==> src/rtl/fbi_pkg.sv <==
package fbi_pkg;
  // Synchronised view of the single-bit control pins
  typedef struct packed {
    logic ce_n;
    logic oe_n;
    logic we_n;
    logic wide;
    logic rp_n;
  } fbi_ctrl_t;

  localparam fbi_ctrl_t CTRL_IDLE = '{ce_n: 1'b1, oe_n: 1'b1, we_n: 1'b1,
                                      wide: 1'b1, rp_n: 1'b1};
endpackage

==> src/rtl/fbi_sync.sv <==
module fbi_sync #(
  parameter int         W       = 1,
  parameter int         STAGES  = 2,
  parameter logic [W-1:0] RST_VAL = '0
) (
  input  logic         clk,
  input  logic         rst,
  input  logic [W-1:0] d,
  output logic [W-1:0] q
);
  logic [W-1:0] stg [STAGES];

  genvar s;
  generate
    for (s = 0; s < STAGES; s++) begin : g_stage
      always_ff @(posedge clk) begin
        if (rst) begin
          stg[s] <= RST_VAL;
        end else begin
          if (s == 0) stg[s] <= d;
          else        stg[s] <= stg[(s == 0) ? 0 : s-1];
        end
      end
    end
  endgenerate

  assign q = stg[STAGES-1];
endmodule

==> src/rtl/fbi_wr_latch.sv <==
module fbi_wr_latch #(
  parameter int ADDR_W = 18,
  parameter int DATA_W = 16
) (
  input  logic              clk,
  input  logic              rst,
  input  logic              ce_n,
  input  logic              we_n,
  input  logic              rp_n,
  input  logic              wide,
  input  logic [ADDR_W-1:0] addr,
  input  logic [DATA_W-1:0] dq,
  output logic              wr_pulse,
  output logic [ADDR_W:0]   wr_addr,
  output logic [DATA_W-1:0] wr_data
);
  localparam int HALF_W = DATA_W / 2;

  logic wact, wact_q;
  logic sub_bit;

  // Window where both strobes are low; its opening is the later falling
  // edge, its closing the earlier rising edge.
  assign wact    = ~ce_n & ~we_n & rp_n;
  assign sub_bit = wide ? 1'b0 : dq[DATA_W-1];

  always_ff @(posedge clk) begin
    if (rst) begin
      wact_q   <= 1'b0;
      wr_pulse <= 1'b0;
      wr_addr  <= '0;
      wr_data  <= '0;
    end else begin
      wact_q   <= wact;
      wr_pulse <= 1'b0;
      if (wact && !wact_q) begin
        wr_addr <= {addr, sub_bit};
      end
      // rp_n low closes the window without a pulse
      if (!wact && wact_q && rp_n) begin
        wr_data  <= wide ? dq : {{(DATA_W-HALF_W){1'b0}}, dq[HALF_W-1:0]};
        wr_pulse <= 1'b1;
      end
    end
  end
endmodule

==> src/rtl/fbi_rd_steer.sv <==
module fbi_rd_steer #(
  parameter int ADDR_W = 18,
  parameter int DATA_W = 16
) (
  input  logic              clk,
  input  logic              rst,
  input  logic              ce_n,
  input  logic              oe_n,
  input  logic              rp_n,
  input  logic              wide,
  input  logic              sub_bit,
  input  logic [ADDR_W-1:0] addr,
  input  logic [DATA_W-1:0] rd_word,
  output logic [ADDR_W:0]   rd_addr,
  output logic [DATA_W-1:0] dq_out,
  output logic [DATA_W-1:0] dq_oe
);
  localparam int HALF_W = DATA_W / 2;

  logic              drive;
  logic [HALF_W-1:0] pick;

  assign drive   = ~ce_n & ~oe_n & rp_n;
  assign rd_addr = {addr, (wide ? 1'b0 : sub_bit)};
  assign pick    = sub_bit ? rd_word[DATA_W-1:HALF_W] : rd_word[HALF_W-1:0];

  always_ff @(posedge clk) begin
    if (rst) begin
      dq_out <= '0;
      dq_oe  <= '0;
    end else begin
      dq_oe <= {{(DATA_W-HALF_W){drive & wide}}, {HALF_W{drive}}};
      if (!drive)    dq_out <= '0;
      else if (wide) dq_out <= rd_word;
      else           dq_out <= {{(DATA_W-HALF_W){1'b0}}, pick};
    end
  end
endmodule

==> src/rtl/flash_bus_if.sv <==
module flash_bus_if
  import fbi_pkg::*;
#(
  parameter int ADDR_W = 18,
  parameter int DATA_W = 16,
  parameter int SYNC_STAGES = 2
) (
  input  logic              clk,
  input  logic              rst,
  input  logic              ce_n,
  input  logic              oe_n,
  input  logic              we_n,
  input  logic              word_mode,
  input  logic              rp_n,
  input  logic [ADDR_W-1:0] addr_in,
  input  logic [DATA_W-1:0] dq_in,
  input  logic [DATA_W-1:0] rd_word,
  output logic [DATA_W-1:0] dq_out,
  output logic [DATA_W-1:0] dq_oe,
  output logic [ADDR_W:0]   rd_addr,
  output logic              wr_pulse,
  output logic [ADDR_W:0]   wr_addr,
  output logic [DATA_W-1:0] wr_data
);
  localparam int CTRL_W = $bits(fbi_ctrl_t);
  localparam int BUS_W  = ADDR_W + DATA_W;

  fbi_ctrl_t          ctrl_raw, ctrl_s;
  logic [BUS_W-1:0]   bus_s;
  logic [ADDR_W-1:0]  addr_s;
  logic [DATA_W-1:0]  dq_s;

  assign ctrl_raw = '{ce_n: ce_n, oe_n: oe_n, we_n: we_n,
                      wide: word_mode, rp_n: rp_n};

  // Controls and buses share the same depth so they stay aligned
  fbi_sync #(.W(CTRL_W), .STAGES(SYNC_STAGES), .RST_VAL(CTRL_IDLE)) u_sync_ctrl (
    .clk(clk), .rst(rst), .d(ctrl_raw), .q(ctrl_s)
  );

  fbi_sync #(.W(BUS_W), .STAGES(SYNC_STAGES), .RST_VAL('0)) u_sync_bus (
    .clk(clk), .rst(rst), .d({addr_in, dq_in}), .q(bus_s)
  );

  assign addr_s = bus_s[BUS_W-1:DATA_W];
  assign dq_s   = bus_s[DATA_W-1:0];

  fbi_wr_latch #(.ADDR_W(ADDR_W), .DATA_W(DATA_W)) u_wr (
    .clk(clk), .rst(rst),
    .ce_n(ctrl_s.ce_n), .we_n(ctrl_s.we_n), .rp_n(ctrl_s.rp_n),
    .wide(ctrl_s.wide), .addr(addr_s), .dq(dq_s),
    .wr_pulse(wr_pulse), .wr_addr(wr_addr), .wr_data(wr_data)
  );

  fbi_rd_steer #(.ADDR_W(ADDR_W), .DATA_W(DATA_W)) u_rd (
    .clk(clk), .rst(rst),
    .ce_n(ctrl_s.ce_n), .oe_n(ctrl_s.oe_n), .rp_n(ctrl_s.rp_n),
    .wide(ctrl_s.wide), .sub_bit(dq_s[DATA_W-1]), .addr(addr_s),
    .rd_word(rd_word), .rd_addr(rd_addr), .dq_out(dq_out), .dq_oe(dq_oe)
  );
endmodule

==> config.mk <==
export PLATFORM = sky130hd
export DESIGN_NAME = flash_bus_if
export DESIGN_NICKNAME = d
export VERILOG_FILES = /design/src/rtl/fbi_pkg.sv /design/src/rtl/fbi_sync.sv /design/src/rtl/fbi_wr_latch.sv /design/src/rtl/fbi_rd_steer.sv /design/src/rtl/flash_bus_if.sv
export SDC_FILE = /design/constraint.sdc
export NUM_CORES = 1
export LEC_CHECK = 0
export ABC_AREA = 0
export ABC_CLOCK_PERIOD_IN_PS = 1700
export BUFFER_PORTS_ARGS = -buffer_cell sky130_fd_sc_hd__clkbuf_2
export CAP_MARGIN = 20
export CORE_ASPECT_RATIO = 2
export CORE_MARGIN = 2
export CORE_UTILIZATION = 40
export CTS_CLUSTER_SIZE = 25
export DETAILED_ROUTE_END_ITERATION = 16
export PLACE_DENSITY = 0.69
export SYNTH_ARGS = -nofsm -noshare
export SYNTH_HDL_FRONTEND = slang
export SYNTH_SLANG_ARGS = --single-unit
export TNS_END_PERCENT = 100
==> constraint.sdc <==
create_clock -name clk -period 1.7 [get_ports clk]
set_clock_uncertainty 0.2 [all_clocks]
set_input_delay 0.34 -clock clk [delete_from_list [all_inputs] [get_ports clk]]
set_output_delay 0.34 -clock clk [all_outputs]
set_load 0.02 [all_outputs]
== After elaboration in Yosys (flattened, before gate mapping) ==
Memory sizes are Yosys's and may differ from the RTL's.
Cells that the tools add are included.

* Div/mod/pow operators: 0
* Multiply operators: 0
* Reduce and logical (&&, ||, !) cells: 7
* Bitwise gates (word level): 14
* Shift-type cells: 0
* Add/subtract/negate cells: 0
* Order comparisons: 0
* Eq/ne operators: 0
* Muxes and demuxes: 12

{| class="wikitable"
|+ Operator list
! operator !! number
|-
| two-way mux 34 bit || 2
|-
| two-way mux 16 bit || 1
|-
| two-way mux 8 bit || 2
|-
| two-way mux 5 bit || 2
|-
| bitwise AND 1 bit || 5
|-
| two-way mux 1 bit || 5
|-
| NOT 1 bit || 5
|-
| bitwise OR 1 bit || 4
|-
| logical AND 1 bit || 3
|-
| OR reduction 3 bit || 1
|-
| zero test 1 bit || 2
|-
| OR reduction 2 bit || 1
|}

* Bits of input ports: 57
* Logic and storage cells: 42
* Register bits after elaboration: 62
* Memories kept: 2
* RAM bits: 78
* Output and inout bits: 87
* ROM bits: 0
* Latch bits: 0

{| class="wikitable"
|+ Memories
! name !! words !! width !! read ports !! clocked after memory_dff !! wr ports !! RTL line !! RTL
|-
| u_sync_bus.stg || 2 || 34 || 2 || 0 || 2 || fbi_sync.sv:11 || <nowiki>logic [W-1:0] stg [STAGES];</nowiki>
|-
| u_sync_ctrl.stg || 2 || 5 || 2 || 0 || 2 || fbi_sync.sv:11 ||
|}

== Longest topological paths before layout ==
Gate-level depths: netlist (run 1).
An unclocked memory read counts as a cell.

* Depth after elaboration: 8
* Gate-level depth with buffers: 6
* Depth with buffers taken out: 4

== Cells and area by module ==
Synthesis (run 1) repeated with hierarchy kept, for this count alone.

* Cell total of the unflattened synthesis: 411
* Area total of the unflattened synthesis: 4580.6 sq um

{| class="wikitable"
|+ By module, submodules not included
! module !! cells each !! instances !! area each (sq um) !! sequential area each (sq um)
|-
| fbi_sync at u_sync_bus || 143 || 1 || 1836.8 || 1361.3
|-
| fbi_wr_latch || 159 || 1 || 1679.1 || 740.7
|-
| fbi_rd_steer || 89 || 1 || 802.0 || 360.3
|-
| fbi_sync at u_sync_ctrl || 20 || 1 || 262.8 || 200.2
|}

== Worst setup path before layout (run 1) ==
OpenSTA, ideal clock, no wires.

* Path type: register to output
* From: memory u_sync_ctrl.stg[1][1] (netlist name)
* To: output rd_addr[0]
* Required time: 1160 ps
* Data arrival time: 1189 ps
* Path buffers: 3
* Setup slack: -29 ps
* Cell stages (with the launch flop): 6
* Path through: dfxtp_1 -> clkbuf_1 -> nand2b_1 -> buf_2 -> clkinv_1 -> buf_4

{| class="wikitable"
|+ RTL lines
! item !! RTL line !! RTL
|-
| start: declaration || fbi_sync.sv:11 ||
|-
| end: declaration || flash_bus_if.sv:20 || <nowiki>output logic [ADDR_W:0] rd_addr,</nowiki>
|}

==> results.md, run 1 <==
* VDD IR max at 0.000895 V
* Max clock buf depth at 2
* Commonest non-fill, non-tap cell in the layout: clkbuf_2
* YS warnings at 0
* P_leak at about 0.0027 uW
* Mapped Area at 4210 sq um
* Area after DPL at 4860 sq um
* #FFs+latches synth at around 130
* # nets final at between 600 and 700
* Global Route Usage Sum at 0.166
* Pin count of the biggest net entering global routing at 57
* Cells after Synth at 415
* Critical path's top delay family: flip-flops
* Clk root buf: clkbuf_16
* Total gr overflow at 0
* Io pins at 144
* CTS tree: yes
* Worst min path class: in -> reg
* GR Util met2 at 0.274
* Req. time, crit path at approximately 1200 ps
* Skew-Pair Late Insertion Delay at 400 ps
* Vias/cell at 4.29
* First-pass GRT wire length at ~15,000 microns
* Pwr dens at roughly 1200 nW/um^2
* Commonest non-fill, non-tap cells in the layout: clkbuf_2 (141), dfxtp_1 (133), nand2_1 (78)
* Worst path slowest cell: dfxtp_1
* Crit-path max FO at 2
* Max incr delay on CP at between 300 and 400 ps
* Final setup fails at 0
* Worst Tran Pin Value at a little over 500 ps
* Fin crit share at 0.956
* Crit end category: output pin
* Initial Utilization at 0.407
* Post-route ant nets at 0
* GRT met1 Usage at 0.186
* Number of buffers created by CTS at 17
* Buffers on Ports at 143
* Outcome: finished clean
* Setup Total Neg Slack at 0 ps
* Slew Limit Fails at 0
* Ant. Diodes at 0
* Seq/Total Area, Yosys at 0.633
* Mapped Avg Cell Area at 10.1 sq um
* Startpoint Class: register
* Residual DRC at 0
* DIE HEIGHT at between 100 and 150 microns
* Post-DP HPWL at 5440 microns
* Syn_nets at 472
* Layout area overhead at 43.0%
* Rows at 53
* Clk slew on worst S/H paths at 50 ps
* Rel. slew slack at 0.663
* RSZ-0062 raised after global routing: no
* GR Util met3 at 0.0581
* Vias in the first global route at 3,094
* WL/cell at 12.3 microns
* Buf/Inv on CP at 2
* Via count at 3,174
* Final total power at 7080 uW
* Min Tclk post-route at 1630 ps
* DIE AREA at 11,400 sq um
* TritonCTS Sinks at around 130
* Worst EP arrival at 1090 ps
* Placer Congestion at 0.675
* Die width at 76.5 microns
* First-pass DRT Iterations at 5
* Share of cells above drive strength 1 at 0.332
* Iter 0 DRT Violations at 92
* Final instance area at approximately 6000 sq um
* Cell-by-cell listing of the critical path: nand2b_4 > clkinv_4 > clkbuf_8
* Fmax at 615 MHz
* Final wirelength at a little over 9000 microns
* CTS HTree Levels at 4
* Final hold violations at 0
* Antenna violations before repair at 0
* Core box area at 10,300 sq um
* Unique masters post-synth at 23
* Busiest metal layer after global routing: met2
* Setup CP Type: reg -> out
* Max Cap Violations at 0
[path summary, 6_finish.rpt]
path | startpoint | to | slack, ps | depth (start not counted)
max | u_sync_ctrl.stg[1][1] | rd_addr[0] | 70 | 3
min reg2reg | u_sync_ctrl.stg[0][3] | u_sync_ctrl.stg[1][3] | 210 | 1
min | rst | u_wr.wr_data[10] | 180 | 3
max reg2reg | u_sync_ctrl.stg[1][0] | u_wr.wr_addr[13] | 160 | 4
[synth_stat cells (all sizes together)]
library cell  count  area [sq um]
a21oi            43           215
and2              1          6.26
and3              8          50.1
buf              41           307
clkbuf           14          52.6
clkinv            1          3.75
dfxtp           133          2660
inv               1          3.75
nand2            78           293
nand2b            2          12.5
nand3             8          40.0
nor2              1          3.75
nor2b            68           425
nor3              1          5.00
nor4b             1          23.8
o211a             1          10.0
o211ai            1          12.5
or2              10          62.6
or3               1          6.26
or4b              1          10.0
[sequential cells by signal (all words and copies together), names as in the netlist]
name	flops
u_sync_ctrl.stg	10
u_wr.wr_addr	19
u_wr.wr_pulse	1
u_wr.wact_q	1
u_rd.dq_out	16
u_sync_bus.stg	68
u_rd.dq_oe	2
u_wr.wr_data	16
[worst reg2reg max path, stage by stage (launching register included)]
cell and delay, ps:
dfxtp_1 400, or4b_1 450, buf_4 220, nand2_1 90
a21oi_1 70
[kinds of logic after synthesis]
family / Yosys count / share of synthesized area
DFF: 133 / 0.633
and+or+nand+nor: 180 / 0.223
AOI/OAI and AO/OA: 45 / 0.0565
buffers and inverters: 57 / 0.0872
[layout make-up]
cell class	count	area, sq um
sequential	133	2660
inverter	2	12.5
fill	912	4330
multi-input combinational	225	1180
timing repair buffer	210	1410
clock inverter	12	131
tap	137	171
clock buffer	20	447
[what timing repair did]
item,4_1_cts,5_1_grt
buffers inserted,1,0
endpoints found under the hold margin,55,0
gates resized for setup,4,0
setup endpoints to repair,1,0
hold buffers,55,0
[power by group]
part	switching, uW	internal [uW]
Sequential	24.9	3210
Clock	1300	2190
Combinational	153	207
[stage by stage]
stage / instances / util / setup slack (ps) / hold WS, ps
3_3_place_gp: 651 / 0.470 / 167 / 195
4_1_cts: 739 / 0.581 / 35.9 / 159
3_5_place_dp: 651 / 0.470 / 120 / 198
5_1_grt: 739 / 0.581 / 28.5 / 186
6_report: 739 / 0.581 / 74.6 / 182
2_1_floorplan: 415 / - / 67.4 / 189
[per-layer routing]
layer | share of wire | wire, microns | up-vias
met2 | 0.51 | 4600 | 106
met5 | 0 | 0 | -
met4 | 0.024 | 222 | 0
li1 | - | - | 1624
met3 | 0.051 | 467 | 16
met1 | 0.42 | 3780 | 1428
Power figures use the tool's default switching activity.
==> inputs of run 2 (changes only) <==
--- a/config.mk
+++ b/config.mk
@@ -15,6 +15,7 @@
 export CTS_CLUSTER_SIZE = 25
 export DETAILED_ROUTE_END_ITERATION = 16
 export PLACE_DENSITY = 0.69
+export SETUP_SLACK_MARGIN = 0.3
 export SYNTH_ARGS = -nofsm -noshare
 export SYNTH_HDL_FRONTEND = slang
 export SYNTH_SLANG_ARGS = --single-unit
==> results.md, run 2 (same netlist as run 1, synthesis figures left out) <==
* Outcome: finished clean (unchanged)
* Pin count of the biggest net entering global routing at 73 (was 57)
* DIE AREA at 11,400 sq um (unchanged)
* Worst Tran Pin Value at 293 ps (was 505 ps)
* Max Cap Violations at 0 (unchanged)
* Rows at 53 (unchanged)
* Fin Hold WS at 210 ps (was 182 ps)
* Clk root buf: clkbuf_16 (unchanged)
* P_int at 5810 uW (was 5610 uW)
* Clk slew on worst S/H paths at 50 ps (about the same)
* Switching share of power at 0.205 (was 0.208)
* Buf/Inv on CP at 1 (was 2)
* Combinational share of power at 0.058 (was 0.051)
* Io pins at 144 (unchanged)
* Via count at 3,388 (was 3,174)
* Max clock buf depth at 2 (unchanged)
* P_leak at 0.00316 uW (was 0.00268 uW)
* Antenna violations before repair at 0 (unchanged)
* Fin crit share at 0.934 (was 0.956)
* Critical path's top delay family: simple AND/OR/NAND/NOR gates (was flip-flops)
* Post-route ant nets at 0 (unchanged)
* Die width at 76.5 microns (unchanged)
* Area after DPL at 4850 sq um (was 4860 sq um)
* Worst path slowest cell: or4b_4 (was dfxtp_1)
* VDD IR max at 0.000832 V (was 0.000895 V)
* DIE HEIGHT at 149 microns (unchanged)
* Seq pwr share at 0.444 (was 0.456)
* Fmax at 630 MHz (was 615 MHz)
* Pwr dens at 992 nW/um^2 (was 1180 nW/um^2)
* Biggest regs: u_sync_bus.stg (68), u_wr.wr_addr (19) (unchanged)
* Final hold violations at 0 (unchanged)
* Post-DP HPWL at 5050 microns (was 5440 microns)
* Reg with most FFs: u_sync_bus.stg (unchanged)
* Worst min path class: reg -> reg (was in -> reg)
* Vias/cell at 4.41 (was 4.29)
* Global Route Usage Sum at 0.183 (was 0.166)
* Commonest non-fill, non-tap cells in the layout: buf_8 (83), dfxtp_2 (73), nand2_1 (71) (was clkbuf_2 (141), dfxtp_1 (133), nand2_1 (78))
* WL/cell at 14.1 microns (was 12.3 microns)
* Share of cells above drive strength 1 at 0.525 (was 0.332)
* Commonest non-fill, non-tap cell in the layout: buf_8 (was clkbuf_2)
* Iter 0 DRT Violations at 66 (was 92)
* Core box area at 10,300 sq um (unchanged)
* # nets final at 676 (was 646)
* Layout area overhead at 75.3% (was 43.0%)
* Max incr delay on CP at 580 ps (was 340 ps)
* Min Tclk post-route at 1590 ps (was 1630 ps)
* Crit-path max FO at 9 (was 2)
* Number of buffers created by CTS at 17 (unchanged)
* Crit end category: register (was output pin)
* # fillers at 705 (was 912)
* Buffers on Ports at 143 (unchanged)
* Setup Total Neg Slack at 0 ps (unchanged)
* Startpoint Class: register (unchanged)
* CTS HTree Levels at 4 (unchanged)
* Clock power share at 0.498 (was 0.493)
* Rel. slew slack at 0.805 (was 0.663)
* Placer Congestion at 0.700 (was 0.675)
* Residual DRC at 0 (unchanged)
* Skew-Pair Late Insertion Delay at 410 ps (was 400 ps)
* First-pass DRT Iterations at 4 (was 5)
* Sw Pwr at 1500 uW (was 1470 uW)
* Vias in the first global route at 3,321 (was 3,094)
* Slew Limit Fails at 0 (unchanged)
* Ant. Diodes at 0 (unchanged)
* Final setup fails at 0 (unchanged)
* Setup CP Type: reg -> reg (was reg -> out)
* Largest register FFs at 68 (unchanged)
* Cell-by-cell listing of the critical path: or4b_4 > clkbuf_16 > nand2_1 > a21oi_1 (was nand2b_4 > clkinv_4 > clkbuf_8)
* RSZ-0062 raised after global routing: yes (was no)
* TritonCTS Sinks at 133 (unchanged)
* CTS tree: yes (unchanged)
* Final wirelength at 10,900 microns (was 9070 microns)
* Initial Utilization at 0.407 (unchanged)
* Final instance area at 7370 sq um (was 6010 sq um)
* First-pass GRT wire length at 16,100 microns (was 14,600 microns)
* Worst EP arrival at 1670 ps (was 1090 ps)
* Req. time, crit path at 1780 ps (was 1160 ps)
* Total gr overflow at 0 (unchanged)
## run 2: changes by cell type in the layout (fill, tap and decap cells not counted), sizes merged
cell / previous run / this run
inv: 1 / 2
clkinvlp: 4 / 0
buf: 13 / 120
clkbuf: 162 / 84
clkinv: 7 / 10
bufinv: 2 / 3
## run 2: worst paths after layout
kind	startpoint	end	slack [ps]	cells after the start
setup / recovery	u_sync_ctrl.stg[1][2]	u_wr.wr_addr[7]	110	4
hold / removal	u_sync_ctrl.stg[0][0]	u_sync_ctrl.stg[1][0]	210	1
setup reg to reg	u_sync_ctrl.stg[1][2]	u_wr.wr_addr[7]	110	4
hold reg to reg	u_sync_ctrl.stg[0][0]	u_sync_ctrl.stg[1][0]	210	1
## run 2: worst register-to-register path: cells and delay by family, from the launching register on
| family | cells | cell delay, ps |
|---|---|---|
| AOI/OAI and AO/OA | 1 | 60 |
| buffers and inverters | 1 | 200 |
| DFF | 1 | 360 |
| and+or+nand+nor | 2 | 650 |
## run 2: power groups by stage
stage	Clock (uW)	Sequential (uW)	Combinational [uW]
finish	3640	3240	426
global route	3870	3250	460
CTS	3720	3240	381
detailed placement	0	3300	247
global placement	0	3300	244
floorplan	0	3300	164
## run 2: layout make-up
class                           count  area (sq um)  share of cell area
Clock inverter                     12           154              0.0209
Clock buffer                       20           447              0.0606
Sequential cell                   133          2770               0.376
Inverter                            2          17.5             0.00238
Multi-Input combinational cell    225          1280               0.174
Tap cell                          137           171              0.0232
Timing Repair Buffer              239          2520               0.342
Timing Repair inverter              1          6.26            0.000848
## run 2: timing repair
item,CTS,global route
setup endpoints to repair,123,138
hold buffers,55,0
setup buffers,8,20
hold endpoints to repair,54,0
cloned,0,3
resized for setup,241,119
pin swaps,0,5
## run 2: through the flow
stage / setup slack [ps] / power (uW) / util / std cells
3_5_place_dp: 155 / 3550 / 0.469 / 651
3_3_place_gp: 186 / 3540 / 0.469 / 651
4_1_cts: 95.2 / 7340 / 0.671 / 746
2_1_floorplan: 138 / 3460 / - / 415
6_report: 112 / 7310 / 0.713 / 769
5_1_grt: 70.4 / 7580 / 0.713 / 769
## run 2: routing by layer
| metal | track usage | routed length, microns | up-vias |
|---|---|---|---|
| li1 | - | - | 1687 |
| met1 | 0.194 | 4100 | 1558 |
| met2 | 0.324 | 5990 | 129 |
| met3 | 0.0642 | 583 | 14 |
| met4 | 0.0791 | 189 | 0 |
| met5 | 0 | 0 | - |
